===== config.mk =====
export PLATFORM = sky130hd
export DESIGN_NAME = stateen_gate
export DESIGN_NICKNAME = d
export VERILOG_FILES = /design/src/rtl/stateen_pkg.sv /design/src/rtl/stateen_regs.sv /design/src/rtl/stateen_layer_eval.sv /design/src/rtl/stateen_csr_port.sv /design/src/rtl/stateen_gate.sv
export SDC_FILE = /design/constraint.sdc
export NUM_CORES = 1
export LEC_CHECK = 0
export ABC_AREA = 1
export CAP_MARGIN = 20
export CORE_MARGIN = 2
export CORE_UTILIZATION = 50
export CTS_BUF_LIST = sky130_fd_sc_hd__clkbuf_8
export DETAILED_ROUTE_END_ITERATION = 16
export DONT_BUFFER_PORTS = 1
export PLACE_DENSITY = 0.7
export SYNTH_ARGS = -nofsm -noshare
export SYNTH_HDL_FRONTEND = slang
export SYNTH_HIERARCHICAL = 1
export SYNTH_SLANG_ARGS = --single-unit

===== constraint.sdc =====
create_clock -name clk -period 3.8 [get_ports clk]
set_clock_uncertainty 0.1 [all_clocks]
set_input_delay 1.14 -clock clk [delete_from_list [all_inputs] [get_ports clk]]
set_output_delay 1.14 -clock clk [all_outputs]
set_load 0.005 [all_outputs]

===== src/rtl/stateen_pkg.sv =====
package stateen_pkg;

    localparam int CTL_W   = 3;
    localparam int BIT_FPX = 1;
    localparam int BIT_JVT = 2;
    localparam int NITEM   = 2;

    localparam logic [11:0] ADDR_MST    = 12'h30C;
    localparam logic [11:0] ADDR_HST    = 12'h60C;
    localparam logic [11:0] ADDR_SST    = 12'h10C;
    localparam logic [11:0] ADDR_JVT    = 12'h017;
    localparam logic [11:0] ADDR_FFLAGS = 12'h001;
    localparam logic [11:0] ADDR_FRM    = 12'h002;
    localparam logic [11:0] ADDR_FCSR   = 12'h003;

    typedef enum logic [1:0] {
        VERD_ALLOW   = 2'd0,
        VERD_ILLEGAL = 2'd1,
        VERD_VIRTUAL = 2'd2
    } verdict_e;

    typedef enum logic [1:0] {
        ICLS_PLAIN  = 2'd0,
        ICLS_FP     = 2'd1,
        ICLS_TBLJMP = 2'd2,
        ICLS_CODESZ = 2'd3
    } insn_class_e;

    typedef enum logic [2:0] {
        TGT_NONE,
        TGT_MST,
        TGT_HST,
        TGT_SST,
        TGT_JVT,
        TGT_FP
    } csr_target_e;

    typedef struct packed {
        logic [CTL_W-1:0] mst;
        logic [CTL_W-1:0] hst;
        logic [CTL_W-1:0] sst;
    } ctl_regs_t;

    function automatic int item_bit(input int idx);
        return (idx == 0) ? BIT_FPX : BIT_JVT;
    endfunction

endpackage


===== src/rtl/stateen_regs.sv =====
module stateen_regs
    import stateen_pkg::*;
(
    input  logic             clk,
    input  logic             rst_n,
    input  logic [2:0]       wr_sel,
    input  logic [CTL_W-1:0] wr_mask,
    input  logic [CTL_W-1:0] wr_data,
    output ctl_regs_t        regs_q
);

    ctl_regs_t regs_d;

    function automatic logic [CTL_W-1:0] merge(input logic [CTL_W-1:0] old_v,
                                               input logic [CTL_W-1:0] new_v,
                                               input logic [CTL_W-1:0] msk);
        return (old_v & ~msk) | (new_v & msk);
    endfunction

    always_comb begin
        regs_d = regs_q;
        if (wr_sel[0]) regs_d.mst = merge(regs_q.mst, wr_data, wr_mask);
        if (wr_sel[1]) regs_d.hst = merge(regs_q.hst, wr_data, wr_mask);
        if (wr_sel[2]) regs_d.sst = merge(regs_q.sst, wr_data, wr_mask);
    end

    always_ff @(posedge clk or negedge rst_n) begin
        if (!rst_n) regs_q <= '0;
        else        regs_q <= regs_d;
    end

endmodule


===== src/rtl/stateen_layer_eval.sv =====
module stateen_layer_eval
    import stateen_pkg::*;
(
    input  logic     m_bit,
    input  logic     h_bit,
    input  logic     s_bit,
    input  logic     is_mach,
    input  logic     is_virt,
    input  logic     is_user,
    output verdict_e verdict
);

    always_comb begin
        verdict = VERD_ALLOW;
        if (!is_mach) begin
            if (!m_bit) begin
                verdict = VERD_ILLEGAL;
            end else if (is_virt) begin
                if (!h_bit || (is_user && !s_bit)) verdict = VERD_VIRTUAL;
            end else if (is_user && !s_bit) begin
                verdict = VERD_ILLEGAL;
            end
        end
    end

endmodule


===== src/rtl/stateen_csr_port.sv =====
module stateen_csr_port
    import stateen_pkg::*;
#(
    parameter int XLEN = 64
) (
    input  logic             csr_valid,
    input  logic             csr_we,
    input  logic [11:0]      csr_addr,
    input  logic [XLEN-1:0]  csr_wdata,
    input  logic             is_mach,
    input  logic             is_virt,
    input  logic             is_user,
    input  verdict_e         fp_gate,
    input  verdict_e         jvt_gate,
    input  logic [CTL_W-1:0] m_mask,
    input  logic [CTL_W-1:0] h_mask,
    input  logic [CTL_W-1:0] s_mask,
    input  logic [CTL_W-1:0] m_view,
    input  logic [CTL_W-1:0] h_view,
    input  logic [CTL_W-1:0] s_view,
    output verdict_e         csr_verdict,
    output logic [XLEN-1:0]  csr_rdata,
    output logic [2:0]       wr_sel,
    output logic [CTL_W-1:0] wr_mask,
    output logic [CTL_W-1:0] wr_data
);

    csr_target_e tgt;
    logic        unused_wdata;

    assign unused_wdata = ^csr_wdata[XLEN-1:CTL_W];
    assign wr_data      = csr_wdata[CTL_W-1:0];

    always_comb begin
        case (csr_addr)
            ADDR_MST:                        tgt = TGT_MST;
            ADDR_HST:                        tgt = TGT_HST;
            ADDR_SST:                        tgt = TGT_SST;
            ADDR_JVT:                        tgt = TGT_JVT;
            ADDR_FFLAGS, ADDR_FRM, ADDR_FCSR: tgt = TGT_FP;
            default:                         tgt = TGT_NONE;
        endcase
    end

    always_comb begin
        csr_verdict = VERD_ALLOW;
        case (tgt)
            TGT_MST: if (!is_mach) csr_verdict = VERD_ILLEGAL;
            TGT_HST: begin
                if (!is_mach) begin
                    if (is_virt)      csr_verdict = VERD_VIRTUAL;
                    else if (is_user) csr_verdict = VERD_ILLEGAL;
                end
            end
            TGT_SST: begin
                if (!is_mach && is_user)
                    csr_verdict = is_virt ? VERD_VIRTUAL : VERD_ILLEGAL;
            end
            TGT_JVT: csr_verdict = jvt_gate;
            TGT_FP:  csr_verdict = fp_gate;
            default: csr_verdict = VERD_ALLOW;
        endcase
    end

    always_comb begin
        csr_rdata = '0;
        wr_sel    = 3'b000;
        wr_mask   = '0;
        if (csr_valid && csr_verdict == VERD_ALLOW) begin
            case (tgt)
                TGT_MST: begin
                    csr_rdata[CTL_W-1:0] = m_view;
                    wr_sel  = {2'b00, csr_we};
                    wr_mask = m_mask;
                end
                TGT_HST: begin
                    csr_rdata[CTL_W-1:0] = h_view;
                    wr_sel  = {1'b0, csr_we, 1'b0};
                    wr_mask = h_mask;
                end
                TGT_SST: begin
                    csr_rdata[CTL_W-1:0] = s_view;
                    wr_sel  = {csr_we, 2'b00};
                    wr_mask = s_mask;
                end
                default: ;
            endcase
        end
    end

endmodule


===== src/rtl/stateen_gate.sv =====
module stateen_gate
    import stateen_pkg::*;
#(
    parameter int XLEN       = 64,
    parameter bit HAS_TBLJMP = 1'b1
) (
    input  logic            clk,
    input  logic            rst_n,
    input  logic            misa_f,
    input  logic [1:0]      priv_mode,
    input  logic            virt_on,
    input  logic [1:0]      insn_class,
    output logic [1:0]      insn_verdict,
    input  logic            csr_valid,
    input  logic [11:0]     csr_addr,
    input  logic            csr_we,
    input  logic [XLEN-1:0] csr_wdata,
    output logic [1:0]      csr_verdict,
    output logic [XLEN-1:0] csr_rdata
);

    localparam logic [CTL_W-1:0] FPX_ONE  = CTL_W'(1) << BIT_FPX;
    localparam logic [CTL_W-1:0] JVT_ONE  = CTL_W'(1) << BIT_JVT;
    localparam logic [CTL_W-1:0] IMPL_MSK = FPX_ONE | (HAS_TBLJMP ? JVT_ONE : '0);

    ctl_regs_t        regs_q;
    logic             is_mach, is_virt, is_user;
    logic [CTL_W-1:0] avail, m_view, h_view, s_mask, s_view;
    logic [2:0]       wr_sel;
    logic [CTL_W-1:0] wr_mask, wr_data;
    verdict_e         item_v [NITEM];
    verdict_e         fp_gate, jvt_gate, insn_v, csr_v;

    assign is_mach = (priv_mode == 2'd3);
    assign is_virt = virt_on && !is_mach;
    assign is_user = !is_mach && (priv_mode != 2'd1);

    always_comb begin
        avail = IMPL_MSK;
        if (misa_f) avail[BIT_FPX] = 1'b0;
    end

    assign m_view = regs_q.mst & avail;
    assign h_view = regs_q.hst & m_view;
    assign s_mask = is_virt ? h_view : m_view;
    assign s_view = regs_q.sst & s_mask;

    stateen_regs u_regs (
        .clk     (clk),
        .rst_n   (rst_n),
        .wr_sel  (wr_sel),
        .wr_mask (wr_mask),
        .wr_data (wr_data),
        .regs_q  (regs_q)
    );

    for (genvar gi = 0; gi < NITEM; gi++) begin : g_item
        localparam int B = item_bit(gi);
        stateen_layer_eval u_eval (
            .m_bit   (m_view[B]),
            .h_bit   (h_view[B]),
            .s_bit   (s_view[B]),
            .is_mach (is_mach),
            .is_virt (is_virt),
            .is_user (is_user),
            .verdict (item_v[gi])
        );
    end

    assign fp_gate  = misa_f ? VERD_ALLOW : item_v[0];
    assign jvt_gate = item_v[1];

    always_comb begin
        case (insn_class)
            ICLS_FP:     insn_v = fp_gate;
            ICLS_TBLJMP: insn_v = jvt_gate;
            default:     insn_v = VERD_ALLOW;
        endcase
    end

    stateen_csr_port #(.XLEN(XLEN)) u_csr (
        .csr_valid   (csr_valid),
        .csr_we      (csr_we),
        .csr_addr    (csr_addr),
        .csr_wdata   (csr_wdata),
        .is_mach     (is_mach),
        .is_virt     (is_virt),
        .is_user     (is_user),
        .fp_gate     (fp_gate),
        .jvt_gate    (jvt_gate),
        .m_mask      (avail),
        .h_mask      (m_view),
        .s_mask      (s_mask),
        .m_view      (m_view),
        .h_view      (h_view),
        .s_view      (s_view),
        .csr_verdict (csr_v),
        .csr_rdata   (csr_rdata),
        .wr_sel      (wr_sel),
        .wr_mask     (wr_mask),
        .wr_data     (wr_data)
    );

    assign insn_verdict = insn_v;
    assign csr_verdict  = csr_v;

endmodule


**Word level (Yosys, flattened, before mapping)**

Index checks and enable logic that the tools add are counted.

- $add $sub $neg: 0
- $mul: 0
- Divide/modulo/power cells: 0
- Order comparisons: 0
- Equality and inequality tests: 16
- Shift-type cells: 0
- Mux-type cells: 28
- Bitwise operators: 11
- Reductions and logical operators: 15

Operators with widths:

| kind | count |
|---|---|
| $pmux W3 S3 | 3 |
| $mux W2 | 13 |
| $eq A12 B2 Y1 const B | 2 |
| $and A3 B3 Y3 | 7 |
| $pmux W3 S5 | 1 |
| $eq A12 B1 Y1 const B | 1 |
| $eq A12 B10 Y1 const B | 1 |
| $eq A12 B11 Y1 const B | 1 |
| $eq A12 B5 Y1 const B | 1 |
| $eq A12 B9 Y1 const B | 1 |
| $mux W3 | 4 |
| $pmux W2 S5 | 1 |
| $or A3 B3 Y3 | 3 |
| $eq A3 B2 Y1 const B | 2 |
| $eq A3 B3 Y1 const B | 2 |
| $logic_and A1 B1 Y1 | 6 |
| $logic_not A1 Y1 | 5 |
| $mux W1 | 5 |
| $eq A2 B2 Y1 const B | 2 |
| $pmux W2 S2 | 1 |
| $eq A3 B1 Y1 const B | 1 |
| $not A3 Y3 | 1 |
| $reduce_or A3 Y1 | 1 |
| $eq A2 B1 Y1 const B | 1 |
| 3 further kinds | 4 |

- Register bits after elaboration: 9
- Latch bits: 0
- RAM bits: 0
- ROM bits: 0
- Output and inout bits: 68
- Logic and storage cells: 73
- Memories: 0

**Depth between registers and ports, before layout**

Gate-level depths: netlist of the first run.

- Depth in word-level cells: 20
- Mapped depth: 17
- Gate-level depth less buffers: 17

**Cells and area by module**

The synthesis of the first run kept the hierarchy.

Modules (own cells, without submodules):

| module | instances | cells each | area each (µm²) |
|---|---|---|---|
| stateen_csr_port | 1 | 197 | 1147.4 |
| stateen_regs | 1 | 45 | 371.6 |
| stateen_gate | 1 | 36 | 161.4 |
| stateen_layer_eval | 2 | 8 | 40.0 |

**Worst setup path before layout of the first run**

No wires, ideal clock.

- Path kind: input to output
- Start: input port misa_f
- End: output port csr_rdata[1]
- Data arrival time: 2.326 ns
- Required time: 2.560 ns
- Path slack: 0.234 ns
- Stages: 13
- Buffers on the path: 0
- Cell sequence: nor2_2 nand2_1 a21oi_1 inv_1 nand3_1 a21oi_1 inv_1 nor2_1 nand2_1 nand3_1 nor2_2 nand3_4 nor2_2

RTL lines:

| item | RTL line | RTL |
|---|---|---|
| from (decl) | stateen_gate.sv:9 | `input logic misa_f,` |
| to (decl) | stateen_gate.sv:19 | `output logic [XLEN-1:0] csr_rdata` |

==> run_results.csv, run 1 <==
group,metric,value,unit
outcome,result_of_the_run,"completed",
sta,fin_worst_setup_slack,147,ps
global_routing,via_count_of_the_first_global_routing_pass,1101,
power,switching_power,66.4,uW
finish,num-fill-cells,350,
critical_path,critPathCaptureType,"output pin",
finish,drive_above_1_share,15.8,%
critical_path,cp_common_cell,"sky130_fd_sc_hd__nand2_1",
finish,layout.cells.non_filler,322,
floorplanning,initial_core_util,52.6,%
critical_path,maximum_fanout_count_along_the_critical_path,6,
sta,final.period_utilization,96.1,%
finish,mostFrequentLayoutCells,"sky130_fd_sc_hd__nand2_1 (66), sky130_fd_sc_hd__conb_1 (65), sky130_fd_sc_hd__inv_1 (34)",
floorplanning,num_io_pins,154,
min_path,min-delay-path-class,"reg -> reg",
finish,final_net_count,368,
floorplanning,std_cell_rows,20,
sta,setup_repair_after_global_routing_missed_its_margin,"no",
finish,final_common_cell,"sky130_fd_sc_hd__nand2_1",
floorplanning,chipWidth,60.7,um
global_routing,grt_pass1_wl,4620,um
sta,slew_viol_final,0,
route,drtPass1Iterations,4,
critical_path,crit_family,"simple AND/OR/NAND/NOR gates",
sta,hold_ws,370,ps
critical_path,worstPathRequired,2560,ps
cts,cts_tree,"done",
sta,final.min_clock_period,3650,ps
critical_path,slowest_delay,210,ps
yosys,synthesis.instances,273,
cts,cts_root_buffer,"sky130_fd_sc_hd__clkbuf_8",
critical_path,worst-endpoint-arrival,2410,ps
route,routed_wire_length_per_instance,9.27,um
placement,buffer_ports.inserted,0,
critical_path,cpMaxStageDelayCell,"sky130_fd_sc_hd__nor2_1",
floorplanning,dieArea,3680,um^2
yosys,mappedNetlistArea,1610,um^2
global_routing,globalRoute.totalOverflow,0,
route,routed_via_density,4.26,
critical_path,start_kind,"primary input",
sta,final_total_negative_setup_slack,0,ps
placement,dp_cells,319,
finish,antenna-diode-count,0,
power,report.power.total,211,uW
placement,post_dp_cell_area,1440,um^2
finish,register_area,150,um^2
finish,multiInputGateArea,1080,um^2
cts,clkSinkCount,6,
floorplanning,coreArea,3050,um^2
global_routing,pin_count_of_the_biggest_net_entering_global_routing,9,
route,post-route-drc-count,0,
power,leakage,0.868,nW
power,combinational_fraction_of_design_power,24.8,%
critical_path,timing.setup.critical_path_class,"in -> out",
sta,finalHoldViolations,0,
placement,detailed_placement_wirelength_estimate,2590,um
floorplanning,dieHeight,60.7,um
power,sequentialPowerShare,30.5,%
cts,numCtsBuffers,3,
placement,gp_congestion,0.962,
finish,final_core_util,49.3,%
route,finalWirelength,2990,um
sta,max_freq,274,MHz
power,ir_worst_vdd,0.161,mV
placement,place_worst_setup_slack,115,ps
cts,clock_tree.htree_level_count,1,
power,clkPwrFrac,44.7,%
global_routing,grt_overall_usage,16.7,%
critical_path,critical_path_buf_inv_count,3,
power,power.switching_fraction,31.5,%
global_routing,antenna_violations_before_repair,0,
sta,setup_violations,0,
route,final_antenna_net_count,0,
finish,areaGrowthSynthToFinish,-6.31,%
cts,clkLatencyLatePin,220,ps
critical_path,critical_path.cell_chain,"nand2_1, nand2_2, inv_1, inv_1, nor2_2, nand2_1, a21oi_2, inv_1, nor2_1, nand2_1, nand2_1, nor2_2, nand3_4, nor2_2",
finish,postLayoutCellArea,1500,um^2
run,cap_violations,0,
yosys,yosysWarningCount,6,
cts,clock_path_buffers,2,
cts,worst_setup_hold_path_clk_slew,30,ps
power,internal_power,144,uW
power,power-per-cell-area,140,nW/um^2
yosys,avgSynthCellArea,5.88,um^2
route,first_iter_violations,35,
route,route.vias.total,1373,
cts,cts.repair_timing.setup_buffer_count,0,
cts,cts-hold-fix-buffers,0,
-- layout make-up --
class	instances	share of cell area, %
Tap cell	44	3.66
Inverter	41	10.3
Timing Repair Buffer	3	1.50
Sequential cell	6	9.98
Multi-Input combinational cell	225	71.8
Clock buffer	3	2.75
-- worst register-to-register path, delay by kind of cell (launching register included) --
kind            cells  cell delay [ps]
simple gates       12             1140
flops               1              380
buf+inv             4              380
compound gates      2              200
-- routing by layer --
layer	part of all wire, %	global-route usage (%)	vias up	wire length, um
met5	0	0	-	0
met1	42	20.3	581	1250
met3	8.9	4.26	7	266
met4	2.8	8.07	0	84
li1	-	-	719	-
met2	46	27.5	66	1380
-- power groups by stage --
stage | clock, mW | combinational, mW | sequential [mW]
after detailed placement | 0 | 0.0502 | 0.0651
final | 0.0941 | 0.0522 | 0.0643
after global routing | 0.101 | 0.0627 | 0.0643
after global placement | 0 | 0.0498 | 0.0651
after CTS | 0.0967 | 0.0503 | 0.0643
after floorplan | 0 | 0.0902 | 0.0651
-- repair_timing --
action	CTS	global route
endpoints found under the setup margin	0	2
gates resized for setup	0	5
endpoints found under the hold margin	0	0
-- worst paths after layout --
kind,cells after the start,slack (ps),to,from
worst max-delay path,14,150,csr_rdata[1],priv_mode[0]
worst min-delay path,2,370,flop,flop
worst max register to register,18,1490,flop,flop
worst min register to register,2,370,flop,flop
max in group asynchronous,0,3020,async pin,rst_n
min in group asynchronous,0,510,async pin,rst_n
Power figures use the tool's default switching activity.
==> run 2, diff against run 1 <==
Settings changed: GPL_TIMING_DRIVEN set to 0.
==> run 2 against run 1 <==
Compared with the run above:
- maximum frequency down 1.1%
- critical path depth down 2
- hold slack better by 3.8 ps
- sequential share of layout area down 2.4 points
- via count up 12%
- register-to-register slack worse by 40 ps
- count of clock-buffer cells in the layout unchanged
- final cell count up 19%
- first-iteration DRC count down 11%
- clock power up 0.5%
==> run_results.csv, run 2 (same netlist as run 1, synthesis figures left out) <==
group,metric,value,unit
global_routing,grt_overall_usage,17.1,%
route,route.vias.total,1531,
sta,fin_worst_setup_slack,108,ps
floorplanning,num_io_pins,154,
critical_path,start_kind,"primary input",
floorplanning,std_cell_rows,20,
min_path,min-delay-path-class,"reg -> reg",
finish,final_common_cell,"sky130_fd_sc_hd__nand2_1",
cts,clock_path_buffers,2,
power,sequentialPowerShare,24.7,%
power,leakage,1.21,nW
sta,slew_viol_final,0,
cts,worst_setup_hold_path_clk_slew,30,ps
power,ir_worst_vdd,0.164,mV
power,clkPwrFrac,36.3,%
route,drtPass1Iterations,4,
floorplanning,chipWidth,60.7,um
finish,final_net_count,430,
floorplanning,dieHeight,60.7,um
floorplanning,coreArea,3050,um^2
global_routing,pin_count_of_the_biggest_net_entering_global_routing,9,
floorplanning,initial_core_util,52.6,%
critical_path,slowest_delay,200,ps
power,internal_power,185,uW
global_routing,antenna_violations_before_repair,0,
critical_path,critical_path_buf_inv_count,1,
sta,finalHoldViolations,0,
sta,final.period_utilization,97.2,%
sta,setup_repair_after_global_routing_missed_its_margin,"no",
placement,buffer_ports.inserted,0,
cts,clock_tree.htree_level_count,1,
finish,areaGrowthSynthToFinish,22.7,%
power,switching_power,75.8,uW
global_routing,globalRoute.totalOverflow,0,
cts,clkLatencyLatePin,220,ps
power,combinational_fraction_of_design_power,39.0,%
global_routing,grt_pass1_wl,4850,um
critical_path,worstPathRequired,2560,ps
finish,mostFrequentLayoutCells,"sky130_fd_sc_hd__nand2_1 (67), sky130_fd_sc_hd__conb_1 (65), sky130_fd_sc_hd__buf_4 (65)",
cts,cts_tree,"done",
placement,detailed_placement_wirelength_estimate,2860,um
critical_path,worst-endpoint-arrival,2450,ps
critical_path,critPathCaptureType,"output pin",
cts,clkSinkCount,6,
finish,antenna-diode-count,0,
critical_path,crit_family,"simple AND/OR/NAND/NOR gates",
sta,final.min_clock_period,3690,ps
critical_path,cpMaxStageDelayCell,"sky130_fd_sc_hd__a21oi_1",
route,finalWirelength,3230,um
route,routed_via_density,3.99,
critical_path,critical_path.cell_chain,"nand2_1, nand2_1, nand2_1, a21oi_1, inv_1, nand3_1, a21oi_1, nand4_1, nand3_1, nor2_2, nand3_4, nor2_2",
cts,cts-hold-fix-buffers,0,
power,report.power.total,261,uW
sta,setup_violations,0,
placement,dp_cells,379,
finish,drive_above_1_share,30.9,%
critical_path,maximum_fanout_count_along_the_critical_path,4,
cts,numCtsBuffers,3,
power,power-per-cell-area,132,nW/um^2
route,post-route-drc-count,0,
critical_path,timing.setup.critical_path_class,"in -> out",
sta,max_freq,271,MHz
power,power.switching_fraction,29.1,%
floorplanning,dieArea,3680,um^2
route,first_iter_violations,31,
placement,gp_congestion,0.906,
cts,cts_root_buffer,"sky130_fd_sc_hd__clkbuf_8",
run,cap_violations,0,
sta,final_total_negative_setup_slack,0,ps
outcome,result_of_the_run,"completed",
finish,layout.cells.non_filler,384,
global_routing,via_count_of_the_first_global_routing_pass,1135,
route,final_antenna_net_count,0,
critical_path,cp_common_cell,"sky130_fd_sc_hd__nand2_1",
placement,place_worst_setup_slack,8.14,ps
sta,hold_ws,373,ps
route,routed_wire_length_per_instance,8.42,um
==> run 2: changes by cell type in the layout (fill, tap and decap cells not counted), sizes merged <==
| cell | change |
|---|---|
| buf | +62 |
==> run 2: routing by layer <==
metal  GRT usage (%)  routed length (um)  vias to the layer above
met3            3.62                 307                        9
met4            9.01                 123                        0
li1                -                   -                      839
met1            21.1                1370                      614
met5               0                   0                        -
met2            27.8                1430                       69
==> run 2: layout make-up <==
| type | count | area (um^2) |
|---|---|---|
| clock buffers | 3 | 41.3 |
| inverters | 41 | 155 |
| well taps | 44 | 55.1 |
| plain buffers | 63 | 473 |
| repair buffers | 2 | 15.0 |
| multi-input cells | 225 | 1080 |
| fillers | 321 | 1080 |
| flip-flops and latches | 6 | 150 |
==> run 2: per-stage QoR <==
step	utilization [%]	cell area, um^2
after floorplan	-	1840
after global placement	62.0	1890
after detailed placement	62.0	1890
after CTS	63.4	1930
after global routing	64.5	1970
final	64.5	1970
==> run 2: worst register-to-register path, cell delays in order, from the launching register on <==
cell                      delay [ps]
sky130_fd_sc_hd__dfrtp_1         360
sky130_fd_sc_hd__inv_1            70
sky130_fd_sc_hd__nor2_4          120
sky130_fd_sc_hd__nand2_1         100
sky130_fd_sc_hd__a21oi_2         150
sky130_fd_sc_hd__inv_1            70
sky130_fd_sc_hd__nand3_1          80
sky130_fd_sc_hd__a21oi_1          60
sky130_fd_sc_hd__inv_1            60
sky130_fd_sc_hd__nor2_1           70
sky130_fd_sc_hd__nand2_1          70
sky130_fd_sc_hd__nand3_1          80
sky130_fd_sc_hd__nor2_2          130
sky130_fd_sc_hd__nand3_4         130
sky130_fd_sc_hd__buf_4           190
sky130_fd_sc_hd__nor2_2          210
sky130_fd_sc_hd__nand2_1          90
sky130_fd_sc_hd__nand2_1          70
sky130_fd_sc_hd__nand2_1          40
==> run 2: power groups by stage <==
stage	registers (mW)	clock network [mW]	logic (mW)
3_5_place_dp	0.0651	0	0.0964
6_report	0.0643	0.0946	0.102
5_1_grt	0.0642	0.103	0.115
2_1_floorplan	0.0651	0	0.0902
4_1_cts	0.0643	0.0970	0.0966
3_3_place_gp	0.0651	0	0.0960
==> run 2: path summary, 6_finish.rpt <==
kind / start / to / slack, ps / depth (start not counted)
setup / recovery: priv_mode[0] / csr_rdata[1] / 110 / 12
hold / removal: flop / flop / 370 / 2
setup reg to reg: flop / flop / 1450 / 18
hold reg to reg: flop / flop / 370 / 2
max in group asynchronous: rst_n / async pin / 3020 / 0
min in group asynchronous: rst_n / async pin / 510 / 0
==> run 2: what timing repair did <==
item	in CTS	in global routing
resized for setup	0	5
endpoints found under the hold margin	0	0
setup buffers	0	2
endpoints found under the setup margin	0	3
==> run 3, diff against run 2 <==
Settings changed: CTS_BUF_LIST sky130_fd_sc_hd__clkbuf_8 to sky130_fd_sc_hd__clkbuf_2, GPL_TIMING_DRIVEN 0 to unset.
==> run 3 against run 2 <==
Compared with the run above:
- sequential share of layout area increased by 2.5 points
- final cell count decreased by 16%
- wire length decreased by 8.0%
- setup slack improved by 44 ps
- non-clock buffer count decreased by 62
- first-iteration DRC count increased by 32%
- design area decreased by 25%
- sequential power about the same
- critical path type unchanged
- largest power group is now registers
==> run_results.csv, run 3 (same netlist as run 1, synthesis figures left out) <==
group,metric,value,unit
outcome,result_of_the_run,"completed",
global_routing,grt_overall_usage,16.5,%
critical_path,worst_setup_path_startpoint,"priv_mode[0]",
finish,layout.cells.non_filler,322,
critical_path,maximum_fanout_count_along_the_critical_path,6,
floorplanning,num_io_pins,154,
sta,final.min_clock_period,3650,ps
sta,max_freq,274,MHz
cts,numCtsBuffers,3,
critical_path,slowest_delay,210,ps
placement,detailed_placement_wirelength_estimate,2590,um
placement,dp_cells,319,
global_routing,via_count_of_the_first_global_routing_pass,1102,
placement,buffer_ports.inserted,0,
finish,drive_above_1_share,15.8,%
critical_path,cp_common_cell,"sky130_fd_sc_hd__nand2_1",
finish,final_common_cell,"sky130_fd_sc_hd__nand2_1",
power,ir_worst_vdd,0.103,mV
global_routing,grt_pass1_wl,4570,um
critical_path,timing.setup.critical_path_class,"in -> out",
critical_path,cpMaxStageDelayCell,"sky130_fd_sc_hd__nor2_1",
floorplanning,chipWidth,60.7,um
power,leakage,0.859,nW
cts,worst_setup_hold_path_clk_slew,50,ps
critical_path,start_kind,"primary input",
floorplanning,dieArea,3680,um^2
route,routed_via_density,4.32,
finish,antenna-diode-count,0,
critical_path,critPathCaptureType,"output pin",
route,route.vias.total,1390,
finish,final_net_count,368,
sta,finalHoldViolations,0,
critical_path,worst-endpoint-arrival,2410,ps
sta,slew_viol_final,0,
cts,cts_root_buffer,"sky130_fd_sc_hd__clkbuf_2",
sta,final.period_utilization,96.0,%
power,power-per-cell-area,108,nW/um^2
route,final_antenna_net_count,0,
route,drtPass1Iterations,4,
floorplanning,coreArea,3050,um^2
route,finalWirelength,2980,um
finish,register_area,150,um^2
route,post-route-drc-count,0,
finish,multiInputGateArea,1080,um^2
finish,mostFrequentLayoutCells,"sky130_fd_sc_hd__nand2_1 (66), sky130_fd_sc_hd__conb_1 (65), sky130_fd_sc_hd__inv_1 (34)",
global_routing,antenna_violations_before_repair,0,
cts,cts_tree,"done",
route,first_iter_violations,41,
floorplanning,dieHeight,60.7,um
global_routing,pin_count_of_the_biggest_net_entering_global_routing,9,
power,report.power.total,160,uW
placement,gp_congestion,0.962,
min_path,min-delay-path-class,"reg -> reg",
sta,setup_violations,0,
run,cap_violations,0,
cts,clock_tree.htree_level_count,1,
floorplanning,initial_core_util,52.6,%
finish,areaGrowthSynthToFinish,-7.95,%
cts,clkSinkCount,6,
sta,hold_ws,374,ps
finish,num-fill-cells,354,
global_routing,globalRoute.totalOverflow,0,
critical_path,worstPathRequired,2560,ps
critical_path,regToRegSetupSlack,1490,ps
route,routed_wire_length_per_instance,9.24,um
floorplanning,std_cell_rows,20,
cts,clkLatencyLatePin,230,ps
sta,setup_repair_after_global_routing_missed_its_margin,"no",
critical_path,critical_path.cell_chain,"nand2_1, nand2_2, inv_1, inv_1, nor2_2, nand2_1, a21oi_2, inv_1, nor2_1, nand2_1, nand2_1, nor2_2, nand3_4, nor2_2",
sta,final_total_negative_setup_slack,0,ps
cts,clock_path_buffers,2,
[run 3: cell type report]
cell class	instances	share of cell area (%)
inverters	41	10.5
well taps	44	3.73
flip-flops and latches	6	10.2
repair buffers	3	1.52
multi-input cells	225	73.1
clock buffers	3	1.02
[run 3: path summary, 6_finish.rpt]
| check | end | cells after the start |
|---|---|---|
| worst min-delay path | flop | 2 |
| max in group asynchronous | async pin | 0 |
| worst min register to register | flop | 2 |
| worst max-delay path | csr_rdata[1] | 14 |
| min in group asynchronous | async pin | 0 |
| worst max register to register | flop | 18 |
[run 3: worst max-delay path: cells and delay by family]
kind | cells | cell delay (ps)
buf+inv | 3 | 260
compound gates | 1 | 100
simple gates | 10 | 900
[run 3: what timing repair did]
action,in CTS,in global routing
buffers inserted,0,0
endpoints found under the setup margin,0,2
gates resized for setup,0,5
hold buffers,0,0
[run 3: power breakdown]
group | internal (mW) | total (mW) | switching (mW)
Combinational | 0.0120 | 0.0521 | 0.0401
Clock | 0.0213 | 0.0438 | 0.0225
Sequential | 0.0640 | 0.0640 | 0.0000000159
[run 3: metal layers]
metal  track usage [%]  part of all wire [%]  vias to the layer above
met3              3.62                   9.9                       11
met2              26.9                    45                       75
met5                 0                     0                        -
met4              9.32                   4.7                        0
li1                  -                     -                      720
met1              20.1                    41                      584
[run 3: per-stage QoR]
stage          cell area, um^2  utilization (%)  setup WS (ps)
2_1_floorplan             1840                -            248
3_3_place_gp              1440             47.3            130
3_5_place_dp              1440             47.3            115
4_1_cts                   1460             47.7            116
5_1_grt                   1480             48.4           17.6
6_report                  1480             48.4            152
